<file path="src/rtl/tap_pkg.sv">
package tap_pkg;

  typedef enum logic [3:0] {
    S_TLR,    S_RTI,
    S_SEL_DR, S_CAP_DR, S_SHF_DR, S_EX1_DR, S_PAU_DR, S_EX2_DR, S_UPD_DR,
    S_SEL_IR, S_CAP_IR, S_SHF_IR, S_EX1_IR, S_PAU_IR, S_EX2_IR, S_UPD_IR
  } tap_state_e;

  typedef enum logic [2:0] {
    I_BYPASS, I_EXTEST, I_SAMPLE, I_CLAMP, I_HIGHZ
  } instr_e;

endpackage

</file>
<file path="src/rtl/tap_fsm.sv">
module tap_fsm
  import tap_pkg::*;
(
  input  logic       tck,
  input  logic       rst_n,
  input  logic       tms,
  output tap_state_e state_q,
  output tap_state_e state_d
);

  always_comb begin
    case (state_q)
      S_TLR:    state_d = tms ? S_TLR    : S_RTI;
      S_RTI:    state_d = tms ? S_SEL_DR : S_RTI;
      S_SEL_DR: state_d = tms ? S_SEL_IR : S_CAP_DR;
      S_CAP_DR: state_d = tms ? S_EX1_DR : S_SHF_DR;
      S_SHF_DR: state_d = tms ? S_EX1_DR : S_SHF_DR;
      S_EX1_DR: state_d = tms ? S_UPD_DR : S_PAU_DR;
      S_PAU_DR: state_d = tms ? S_EX2_DR : S_PAU_DR;
      S_EX2_DR: state_d = tms ? S_UPD_DR : S_SHF_DR;
      S_UPD_DR: state_d = tms ? S_SEL_DR : S_RTI;
      S_SEL_IR: state_d = tms ? S_TLR    : S_CAP_IR;
      S_CAP_IR: state_d = tms ? S_EX1_IR : S_SHF_IR;
      S_SHF_IR: state_d = tms ? S_EX1_IR : S_SHF_IR;
      S_EX1_IR: state_d = tms ? S_UPD_IR : S_PAU_IR;
      S_PAU_IR: state_d = tms ? S_EX2_IR : S_PAU_IR;
      S_EX2_IR: state_d = tms ? S_UPD_IR : S_SHF_IR;
      S_UPD_IR: state_d = tms ? S_SEL_DR : S_RTI;
      default:  state_d = S_TLR;
    endcase
  end

  always_ff @(posedge tck or negedge rst_n) begin
    if (!rst_n) state_q <= S_TLR;
    else        state_q <= state_d;
  end

endmodule

</file>
<file path="src/rtl/tap_ir.sv">
module tap_ir
  import tap_pkg::*;
#(
  parameter int unsigned       IR_W        = 4,
  parameter logic [IR_W-1:0]   CAPTURE_PAT = IR_W'(1)
) (
  input  logic            tck,
  input  logic            rst_n,
  input  tap_state_e      state_q,
  input  tap_state_e      state_d,
  input  logic            tdi,
  output logic [IR_W-1:0] ir_next,
  output logic            ir_lsb
);

  localparam logic [IR_W-1:0] RESET_CODE = {IR_W{1'b1}};

  logic [IR_W-1:0] sr_q;
  logic [IR_W-1:0] lat_q;

  // shift stage: fixed capture, LSB leaves first, TDI enters at the top
  always_ff @(posedge tck or negedge rst_n) begin
    if (!rst_n) begin
      sr_q <= CAPTURE_PAT;
    end else begin
      case (state_q)
        S_CAP_IR: sr_q <= CAPTURE_PAT;
        S_SHF_IR: sr_q <= {tdi, sr_q[IR_W-1:1]};
        default:  sr_q <= sr_q;
      endcase
    end
  end

  // parallel latch: forced to all ones on entry to reset state
  always_comb begin
    if (state_d == S_TLR)        ir_next = RESET_CODE;
    else if (state_q == S_UPD_IR) ir_next = sr_q;
    else                          ir_next = lat_q;
  end

  always_ff @(posedge tck or negedge rst_n) begin
    if (!rst_n) lat_q <= RESET_CODE;
    else        lat_q <= ir_next;
  end

  assign ir_lsb = sr_q[0];

endmodule

</file>
<file path="src/rtl/tap_decode.sv">
module tap_decode
  import tap_pkg::*;
#(
  parameter int unsigned     IR_W        = 4,
  parameter logic [IR_W-1:0] CODE_EXTEST = IR_W'(0),
  parameter logic [IR_W-1:0] CODE_SAMPLE = IR_W'(1),
  parameter logic [IR_W-1:0] CODE_HIGHZ  = IR_W'(4),
  parameter logic [IR_W-1:0] CODE_CLAMP  = IR_W'(5)
) (
  input  logic [IR_W-1:0] code,
  output instr_e          instr
);

  always_comb begin
    if (code == CODE_EXTEST)      instr = I_EXTEST;
    else if (code == CODE_SAMPLE) instr = I_SAMPLE;
    else if (code == CODE_HIGHZ)  instr = I_HIGHZ;
    else if (code == CODE_CLAMP)  instr = I_CLAMP;
    else                          instr = I_BYPASS;
  end

endmodule

</file>
<file path="src/rtl/tap_ctrl.sv">
module tap_ctrl
  import tap_pkg::*;
#(
  parameter int unsigned     IR_W        = 4,
  parameter bit              HAS_TRST    = 1'b1,
  parameter logic [IR_W-1:0] CODE_EXTEST = IR_W'(0),
  parameter logic [IR_W-1:0] CODE_SAMPLE = IR_W'(1),
  parameter logic [IR_W-1:0] CODE_HIGHZ  = IR_W'(4),
  parameter logic [IR_W-1:0] CODE_CLAMP  = IR_W'(5)
) (
  input  logic tck,
  input  logic trst_n,
  input  logic tms,
  input  logic tdi,
  input  logic bsr_tdo,
  output logic tdo,
  output logic tdo_oe,
  output logic bsr_select,
  output logic bsr_mode,
  output logic out_disable,
  output logic bsr_capture,
  output logic bsr_shift,
  output logic bsr_update
);

  localparam logic [IR_W-1:0] CAPTURE_PAT = IR_W'(1);

  logic            rst_n;
  tap_state_e      state_q;
  tap_state_e      state_d;
  logic [IR_W-1:0] ir_next;
  logic            ir_lsb;
  instr_e          instr_d;
  logic            sel_d, mode_d, dis_d;
  logic            byp_q;

  generate
    if (HAS_TRST) begin : g_trst
      assign rst_n = trst_n;
    end else begin : g_no_trst
      assign rst_n = 1'b1;
    end
  endgenerate

  tap_fsm u_fsm (
    .tck     (tck),
    .rst_n   (rst_n),
    .tms     (tms),
    .state_q (state_q),
    .state_d (state_d)
  );

  tap_ir #(
    .IR_W        (IR_W),
    .CAPTURE_PAT (CAPTURE_PAT)
  ) u_ir (
    .tck     (tck),
    .rst_n   (rst_n),
    .state_q (state_q),
    .state_d (state_d),
    .tdi     (tdi),
    .ir_next (ir_next),
    .ir_lsb  (ir_lsb)
  );

  tap_decode #(
    .IR_W        (IR_W),
    .CODE_EXTEST (CODE_EXTEST),
    .CODE_SAMPLE (CODE_SAMPLE),
    .CODE_HIGHZ  (CODE_HIGHZ),
    .CODE_CLAMP  (CODE_CLAMP)
  ) u_dec (
    .code  (ir_next),
    .instr (instr_d)
  );

  assign sel_d  = (instr_d == I_EXTEST) || (instr_d == I_SAMPLE);
  assign mode_d = (instr_d == I_EXTEST) || (instr_d == I_CLAMP);
  assign dis_d  = (instr_d == I_HIGHZ);

  // controls registered from the state being entered
  always_ff @(posedge tck or negedge rst_n) begin
    if (!rst_n) begin
      bsr_select  <= 1'b0;
      bsr_mode    <= 1'b0;
      out_disable <= 1'b0;
      bsr_capture <= 1'b0;
      bsr_shift   <= 1'b0;
      bsr_update  <= 1'b0;
    end else begin
      bsr_select  <= sel_d;
      bsr_mode    <= mode_d;
      out_disable <= dis_d;
      bsr_capture <= sel_d && (state_d == S_CAP_DR);
      bsr_shift   <= sel_d && (state_d == S_SHF_DR);
      bsr_update  <= sel_d && (state_d == S_UPD_DR);
    end
  end

  // one-bit bypass path
  always_ff @(posedge tck or negedge rst_n) begin
    if (!rst_n) begin
      byp_q <= 1'b0;
    end else begin
      case (state_q)
        S_CAP_DR: byp_q <= 1'b0;
        S_SHF_DR: byp_q <= tdi;
        default:  byp_q <= byp_q;
      endcase
    end
  end

  // serial output launched on the falling edge
  always_ff @(negedge tck or negedge rst_n) begin
    if (!rst_n) begin
      tdo    <= 1'b0;
      tdo_oe <= 1'b0;
    end else begin
      case (state_q)
        S_SHF_IR: begin
          tdo    <= ir_lsb;
          tdo_oe <= 1'b1;
        end
        S_SHF_DR: begin
          tdo    <= bsr_select ? bsr_tdo : byp_q;
          tdo_oe <= 1'b1;
        end
        default: begin
          tdo    <= tdo;
          tdo_oe <= 1'b0;
        end
      endcase
    end
  end

endmodule

</file>
<file path="config.mk">
export PLATFORM = sky130hd
export DESIGN_NAME = tap_ctrl
export DESIGN_NICKNAME = d
export VERILOG_FILES = /design/src/rtl/tap_pkg.sv /design/src/rtl/tap_fsm.sv /design/src/rtl/tap_ir.sv /design/src/rtl/tap_decode.sv /design/src/rtl/tap_ctrl.sv
export SDC_FILE = /design/constraint.sdc
export NUM_CORES = 1
export LEC_CHECK = 0
export BUFFER_PORTS_ARGS = -buffer_cell sky130_fd_sc_hd__buf_4
export CAP_MARGIN = 30
export CORE_UTILIZATION = 60
export CTS_CLUSTER_DIAMETER = 50
export DETAILED_ROUTE_END_ITERATION = 7
export PLACE_DENSITY = 0.9
export SLEW_MARGIN = 15
export SYNTH_ARGS = -nofsm -noshare
export SYNTH_HDL_FRONTEND = slang
export SYNTH_SLANG_ARGS = --single-unit
</file>
<file path="constraint.sdc">
create_clock -name tck -period 2.5 [get_ports tck]
set_input_delay 0.5 -clock tck [delete_from_list [all_inputs] [get_ports tck]]
set_output_delay 0.5 -clock tck [all_outputs]
set_load 0.1 [all_outputs]
</file>
==> results.tsv, run 1 <==
stage	metric	value	unit
logic_synthesis	xor-xnor portion of the synthesized cell area	0.0310	
detailed_routing	DRT Pass-1 Iters	4	
critical_path	WS Path Type	flip-flop to output pin	
critical_path	crit path max fanout	2	
grt	vias in the first global route	853	
critical_path	Worst EP arrival	2210	ps
flow_run	maxcap violations	0	
clocking	clock transition at the registers of the reported paths	120	ps
final_layout	share of cells above drive strength 1	0.225	
timing	worst setup margin	-213	ps
final_layout	commonest non-fill, non-tap cells in the layout	nand2_1, buf_4, dfrtp_1	
final_layout	leading cell type in the layout, fill and taps excluded	nand2_1	
critical_path	Worst setup EP type	output pin	
clocking	worst skew pair latency	310	ps
detailed_routing	Initial DRC Count	19	
timing	Worst-Margin Slew	487	ps
logic_synthesis	mux share of post-synthesis cell area	0.0621	
logic_synthesis	sequential area share after synthesis	0.471	
final_layout	Diodes inserted	0	
critical_path	crit-path max cell delay	470	ps
timing	Setup TNS	-456	ps
logic_synthesis	Syn Area/Cell	9.56	sq um
place	pre-CTS setup slack	-104	ps
logic_synthesis	adder-cell share of the synthesized area	0	
detailed_routing	Vias	923	
die	Core Box Area	1750	sq um
grt	global-route wire length before repair	3880	um
power_and_ir_drop	Pint	0.867	mW
clocking	# clock sinks	21	
clocking	TritonCTS buffer count	3	
power_and_ir_drop	Net Sw Frac	0.463	
die	Die H	45.4	um
logic_synthesis	synth warn	0	
place	HPWL Detailed	1520	um
clocking	Max Buffers Root-to-Sink	2	
final_layout	Reg area	532	sq um
clocking	CTS tree	done	
grt	initial antenna violation count	0	
detailed_routing	ANT nets after route	0	
power_and_ir_drop	Psw	0.749	mW
worst_hold_path	Tightest Hold Check Type	primary input to async pin	
power_and_ir_drop	P_leak	0.597	nW
logic_synthesis	Post-Syn Nets	123	
detailed_routing	final wirelength	2340	um
die	die area	2060	sq um
critical_path	Bufs and invs on worst path	1	
detailed_routing	number of vias per cell	5.99	
die	Die Wd	45.4	um
timing	final hold slack	39.7	ps
critical_path	CP Launch Type	flip-flop	
detailed_routing	DRC Markers	0	
critical_path	Crit path required time	2000	ps
critical_path	CP top delay family	flip-flops	
logic_synthesis	Post-synth EDFFs	0	
die	Initial Utilization	0.647	
place	count of buffers from port buffering	12	
critical_path	CP Cell Sequence	buf_12	
logic_synthesis	Async SR Flop Fraction	1.00	
logic_synthesis	mapped cell area	1130	sq um
grt	all-layer global routing usage	0.273	
clocking	postcts setup bufs	0	
grt	total grt overflow	0	
logic_synthesis	simple-gate portion of the synthesized area	0.253	
logic_synthesis	Syn Inst Count	118	
final_layout	Layout Nets	135	
power_and_ir_drop	combinational share of power	0.534	
run_status	failing checks	negative setup slack	
detailed_routing	DR WL/cell	15.2	um
power_and_ir_drop	Pwr Density	1240	nW/um^2
timing	Worst Skew	6.21	ps
final_layout	Fillers	128	
logic_synthesis	largest family of logic cells by synthesized area	simple AND/OR/NAND/NOR gates	
power_and_ir_drop	clock share of power	0.104	
final_layout	Synth-to-Final Area Change	15.3	%
clocking	clock tree root buffer cell	clkbuf_4	
logic_synthesis	Synth Area in Compound Gates	0.134	
grt	largest net degree at the start of global routing	23	
timing	Slew headroom	0.666	
place	RD Place Congestion	0.808	
timing	final-report hold violation count	0	
logic_synthesis	Post-synth top flop	dfrtp_1	
run_status	status	complete, but fails checks	
power_and_ir_drop	sequential power share	0.361	
timing	final slew viol count	0	
logic_synthesis	FF+latch count, synth	21	
critical_path	critical path's slowest cell	dfrtn_1	
power_and_ir_drop	VDD IR-drop max	0.878	mV
timing	RSZ-0062 raised after global routing	true	
final_layout	footprint of the multi-input gates	551	sq um
clocking	H-Tree Depth	1	
die	Rows	15	
die	# IOs	13	
timing	final setup fails	3	
logic_synthesis	count of cell types in the netlist	37	
## cell usage after synthesis (3+ instances only)
cell       n  share of area
nand2_1   16          0.053
dfrtp_1   14           0.31
a21oi_1    8          0.035
o21ai_0    8          0.035
mux2i_1    7          0.062
buf_2      5          0.022
dfstp_2    5           0.12
nand2b_1   4          0.022
nor2_1     4          0.013
clkbuf_1   3          0.010
nand3_1    3          0.013
nand3b_1   3          0.020
nor3_1     3          0.013
nor4_1     3          0.017
## power groups by stage
stage | sequential (mW) | combinational (mW) | clock, mW
floorplan | 0.704 | 0.506 | 0
global placement | 0.566 | 0.782 | 0
detailed placement | 0.579 | 0.813 | 0
CTS | 0.580 | 0.857 | 0.171
global route | 0.599 | 0.952 | 0.180
finish | 0.584 | 0.864 | 0.168
## worst register-to-register path, stage by stage (launching register included)
cell      delay [ps]
dfrtp_1          400
or4b_4           550
a211oi_2         150
a21oi_1           70
## sequential cells by signal, indices dropped and copies added (netlist names)
signal,count
tdo_oe,1
bsr_capture,1
u_ir.lat_q,4
byp_q,1
bsr_mode,1
out_disable,1
u_ir.sr_q,4
bsr_shift,1
bsr_select,1
bsr_update,1
u_fsm.state_q,4
tdo,1
## cells by family after synthesis
group                  count (synthesis)
AO/OA/AOI/OAI                         25
XOR/XNOR                               4
buffers and inverters                 12
flip-flops                            21
multiplexers                           7
AND/OR/NAND/NOR                       49
## final timing paths
path | from | to | slack, ps | cells after the start
setup reg to reg | u_fsm.state_q[0]$_DFF_PN0_ | tdo$_DFFE_NN0P_ | -60 | 3
setup / recovery | tdo$_DFFE_NN0P_ | tdo | -210 | 1
hold / removal | trst_n | bsr_mode$_DFF_PN0_ | 40 | 1
max in group asynchronous | trst_n | tdo_oe$_DFF_NN0_ | 1070 | 1
min in group tck | tdi | u_ir.sr_q[3]$_DFFE_PN0P_ | 450 | 3
hold reg to reg | u_ir.sr_q[0]$_DFFE_PN1P_ | u_ir.sr_q[0]$_DFFE_PN1P_ | 540 | 2
## layout make-up
cell class              instances  share of cell area
clock buffers                   3              0.0173
well taps                      25              0.0240
repair buffers                 17               0.117
multi-input cells              85               0.423
clock inverters                 1             0.00385
inverters                       2             0.00577
flip-flops and latches         21               0.409
## per-layer routing
| layer | vias to the layer above | part of all wire | wire (um) | global-route usage |
|---|---|---|---|---|
| met2 | 28 | 0.51 | 1190 | 0.432 |
| met5 | - | 0 | 0 | 0 |
| met3 | 4 | 0.042 | 99 | 0.0516 |
| met1 | 449 | 0.44 | 1020 | 0.357 |
| met4 | 0 | 0.012 | 29 | 0.139 |
| li1 | 442 | - | - | - |
## timing repair
| item | 4_1_cts | 5_1_grt |
|---|---|---|
| pin swaps | 2 | 0 |
| resized for setup | 7 | 0 |
| setup endpoints to repair | 3 | 3 |
| hold buffers | 0 | 0 |
| endpoints found under the hold margin | 0 | 0 |
| cloned | 0 | 0 |
## per-stage QoR
step / instances / instance area (sq um) / util / total power, mW
floorplan: 118 / 1130 / - / 1.21
global placement: 150 / 1240 / 0.713 / 1.35
detailed placement: 150 / 1240 / 0.713 / 1.39
CTS: 154 / 1300 / 0.746 / 1.61
global route: 154 / 1300 / 0.746 / 1.73
finish: 154 / 1300 / 0.746 / 1.62
(Power assumes the default switching activity.)
==> inputs of run 2 (changes only) <==
CELL_PAD_IN_SITES_DETAIL_PLACEMENT = 2   (was unset)
CELL_PAD_IN_SITES_GLOBAL_PLACEMENT = 2   (was unset)
CORE_ASPECT_RATIO = 0.5   (was unset)
CORE_UTILIZATION = 38   (was 60)
SKIP_CTS_REPAIR_TIMING = 1   (was unset)
==> results.tsv, run 2 (same netlist as run 1, synthesis figures left out) <==
stage	metric	value	unit	change
timing	final-report hold violation count	0		unchanged
die	die area	3210	sq um	was 2060 sq um
critical_path	r2r worst-path depth	4		was 3
flow_run	maxcap violations	0		unchanged
final_layout	Synth-to-Final Area Change	22.0	%	was 15.3%
critical_path	Worst setup EP type	output pin		unchanged
critical_path	r2r setup slk	-110	ps	was -60 ps
place	count of buffers from port buffering	12		unchanged
grt	total grt overflow	0		unchanged
grt	met1 Use GR	0.277		was 0.357
die	Core Box Area	2700	sq um	was 1750 sq um
grt	GR peak layer	met2		unchanged
run_status	status	complete, but fails checks		unchanged
clocking	CTS tree	done		unchanged
timing	final setup fails	3		unchanged
critical_path	crit-path max cell delay	480	ps	was 470 ps
critical_path	CP Depth	1		unchanged
critical_path	critical path's slowest cell	dfrtn_1		unchanged
place	HPWL Detailed	2220	um	was 1520 um
die	Rows	13		was 15
critical_path	Worst EP arrival	2200	ps	was 2210 ps
grt	met2 usage	0.459		was 0.432
die	Initial Utilization	0.418		was 0.647
detailed_routing	number of vias per cell	5.88		was 5.99
timing	final slew viol count	0		unchanged
final_layout	post-layout instance area	1380	sq um	was 1300 sq um
final_layout	leading cell type in the layout, fill and taps excluded	nand2_1		unchanged
timing	Slew headroom	0.557		was 0.666
critical_path	crit path max fanout	2		unchanged
final_layout	final non-filler cell total	169		was 154
timing	Worst-Margin Slew	646	ps	was 487 ps
clocking	clock transition at the registers of the reported paths	80	ps	was 120 ps
detailed_routing	Initial DRC Count	32		was 19
clocking	TritonCTS buffer count	3		unchanged
clocking	# clock sinks	21		unchanged
timing	final hold slack	107	ps	was 39.7 ps
clocking	worst skew pair latency	270	ps	was 310 ps
critical_path	Crit path required time	2000	ps	about the same
timing	Worst Skew	14.6	ps	was 6.21 ps
place	placed inst area	1270	sq um	was 1240 sq um
final_layout	share of cells above drive strength 1	0.258		was 0.225
die	Die H	40.5	um	was 45.4 um
critical_path	CP top delay family	flip-flops		unchanged
timing	worst setup margin	-197	ps	was -213 ps
final_layout	commonest non-fill, non-tap cells in the layout	nand2_1, buf_4, dfrtp_1		unchanged
critical_path	CP Launch Type	flip-flop		unchanged
power_and_ir_drop	P_leak	0.617	nW	was 0.597 nW
power_and_ir_drop	Pwr Density	1340	nW/um^2	was 1240 nW/um^2
clocking	clock tree root buffer cell	clkbuf_8		was clkbuf_4
place	placed cells	163		was 150
detailed_routing	DRC Markers	0		unchanged
grt	largest net degree at the start of global routing	23		unchanged
place	pre-CTS setup slack	-130	ps	was -104 ps
timing	Setup TNS	-462	ps	was -456 ps
critical_path	WS Path Type	flip-flop to output pin		unchanged
die	Die Wd	79.1	um	was 45.4 um
grt	global-route wire length before repair	5240	um	was 3880 um
grt	vias in the first global route	991		was 853
detailed_routing	Vias	994		was 923
die	# IOs	13		unchanged
detailed_routing	DR WL/cell	22.1	um	was 15.2 um
grt	grt met3 use	0.0500		was 0.0516
final_layout	Diodes inserted	0		unchanged
clocking	Max Buffers Root-to-Sink	2		unchanged
clocking	H-Tree Depth	1		unchanged
final_layout	Layout Nets	138		was 135
timing	RSZ-0062 raised after global routing	true		unchanged
final_layout	Largest regs	u_fsm.state_q: 4 flops, u_ir.lat_q: 4 flops, u_ir.sr_q: 4 flops		unchanged
detailed_routing	final wirelength	3740	um	was 2340 um
power_and_ir_drop	VDD IR-drop max	0.707	mV	was 0.878 mV
critical_path	CP Cell Sequence	buf_12		unchanged
worst_hold_path	Tightest Hold Check Type	primary input to async pin		unchanged
place	RD Place Congestion	0.728		was 0.808
run_status	failing checks	negative setup slack		unchanged
detailed_routing	DRT Pass-1 Iters	4		unchanged
detailed_routing	ANT nets after route	0		unchanged
grt	initial antenna violation count	0		unchanged
final_layout	fin util	0.510		was 0.746
grt	all-layer global routing usage	0.234		was 0.273
power_and_ir_drop	power consumption	1.85	mW	was 1.62 mW
critical_path	Bufs and invs on worst path	1		unchanged
-- run 2: cell types whose count changed in the layout (fill, tap and decap cells not counted) --
cell | before | now
buf_6 | 0 | 3
clkbuf_4 | 3 | 0
clkbuf_8 | 0 | 3
a21oi_1 | 8 | 7
a21oi_2 | 0 | 1
mux2i_1 | 7 | 6
mux2i_2 | 0 | 1
-- run 2: worst paths after layout --
kind                                             from                          to
max                                   tdo$_DFFE_NN0P_                         tdo
min                                            trst_n  u_fsm.state_q[2]$_DFF_PN0_
max reg2reg                u_fsm.state_q[0]$_DFF_PN0_             tdo$_DFFE_NN0P_
min reg2reg                  u_ir.sr_q[0]$_DFFE_PN1P_    u_ir.sr_q[0]$_DFFE_PN1P_
max in group asynchronous                      trst_n             tdo$_DFFE_NN0P_
min in group tck                                  tms       bsr_capture$_DFF_PN0_
-- run 2: where the power goes --
part / switching, mW / internal [mW] / total (mW) / leakage (nW)
clock: 0.115 / 0.111 / 0.226 / 0.0255
combinational: 0.633 / 0.379 / 1.01 / 0.327
sequential: 0.136 / 0.475 / 0.611 / 0.264
-- run 2: layout make-up --
class	count	area (sq um)
timing repair buffer	20	186
clock buffer	3	41.3
tap	37	46.3
fill	284	1320
inverter	2	7.51
clock inverter	1	5.00
multi-input combinational	85	558
sequential	21	532
-- run 2: routing by layer --
layer,vias to the layer above,share of wire
li1,447,-
met1,516,0.46
met2,27,0.49
met3,4,0.040
met4,0,0.011
met5,-,0
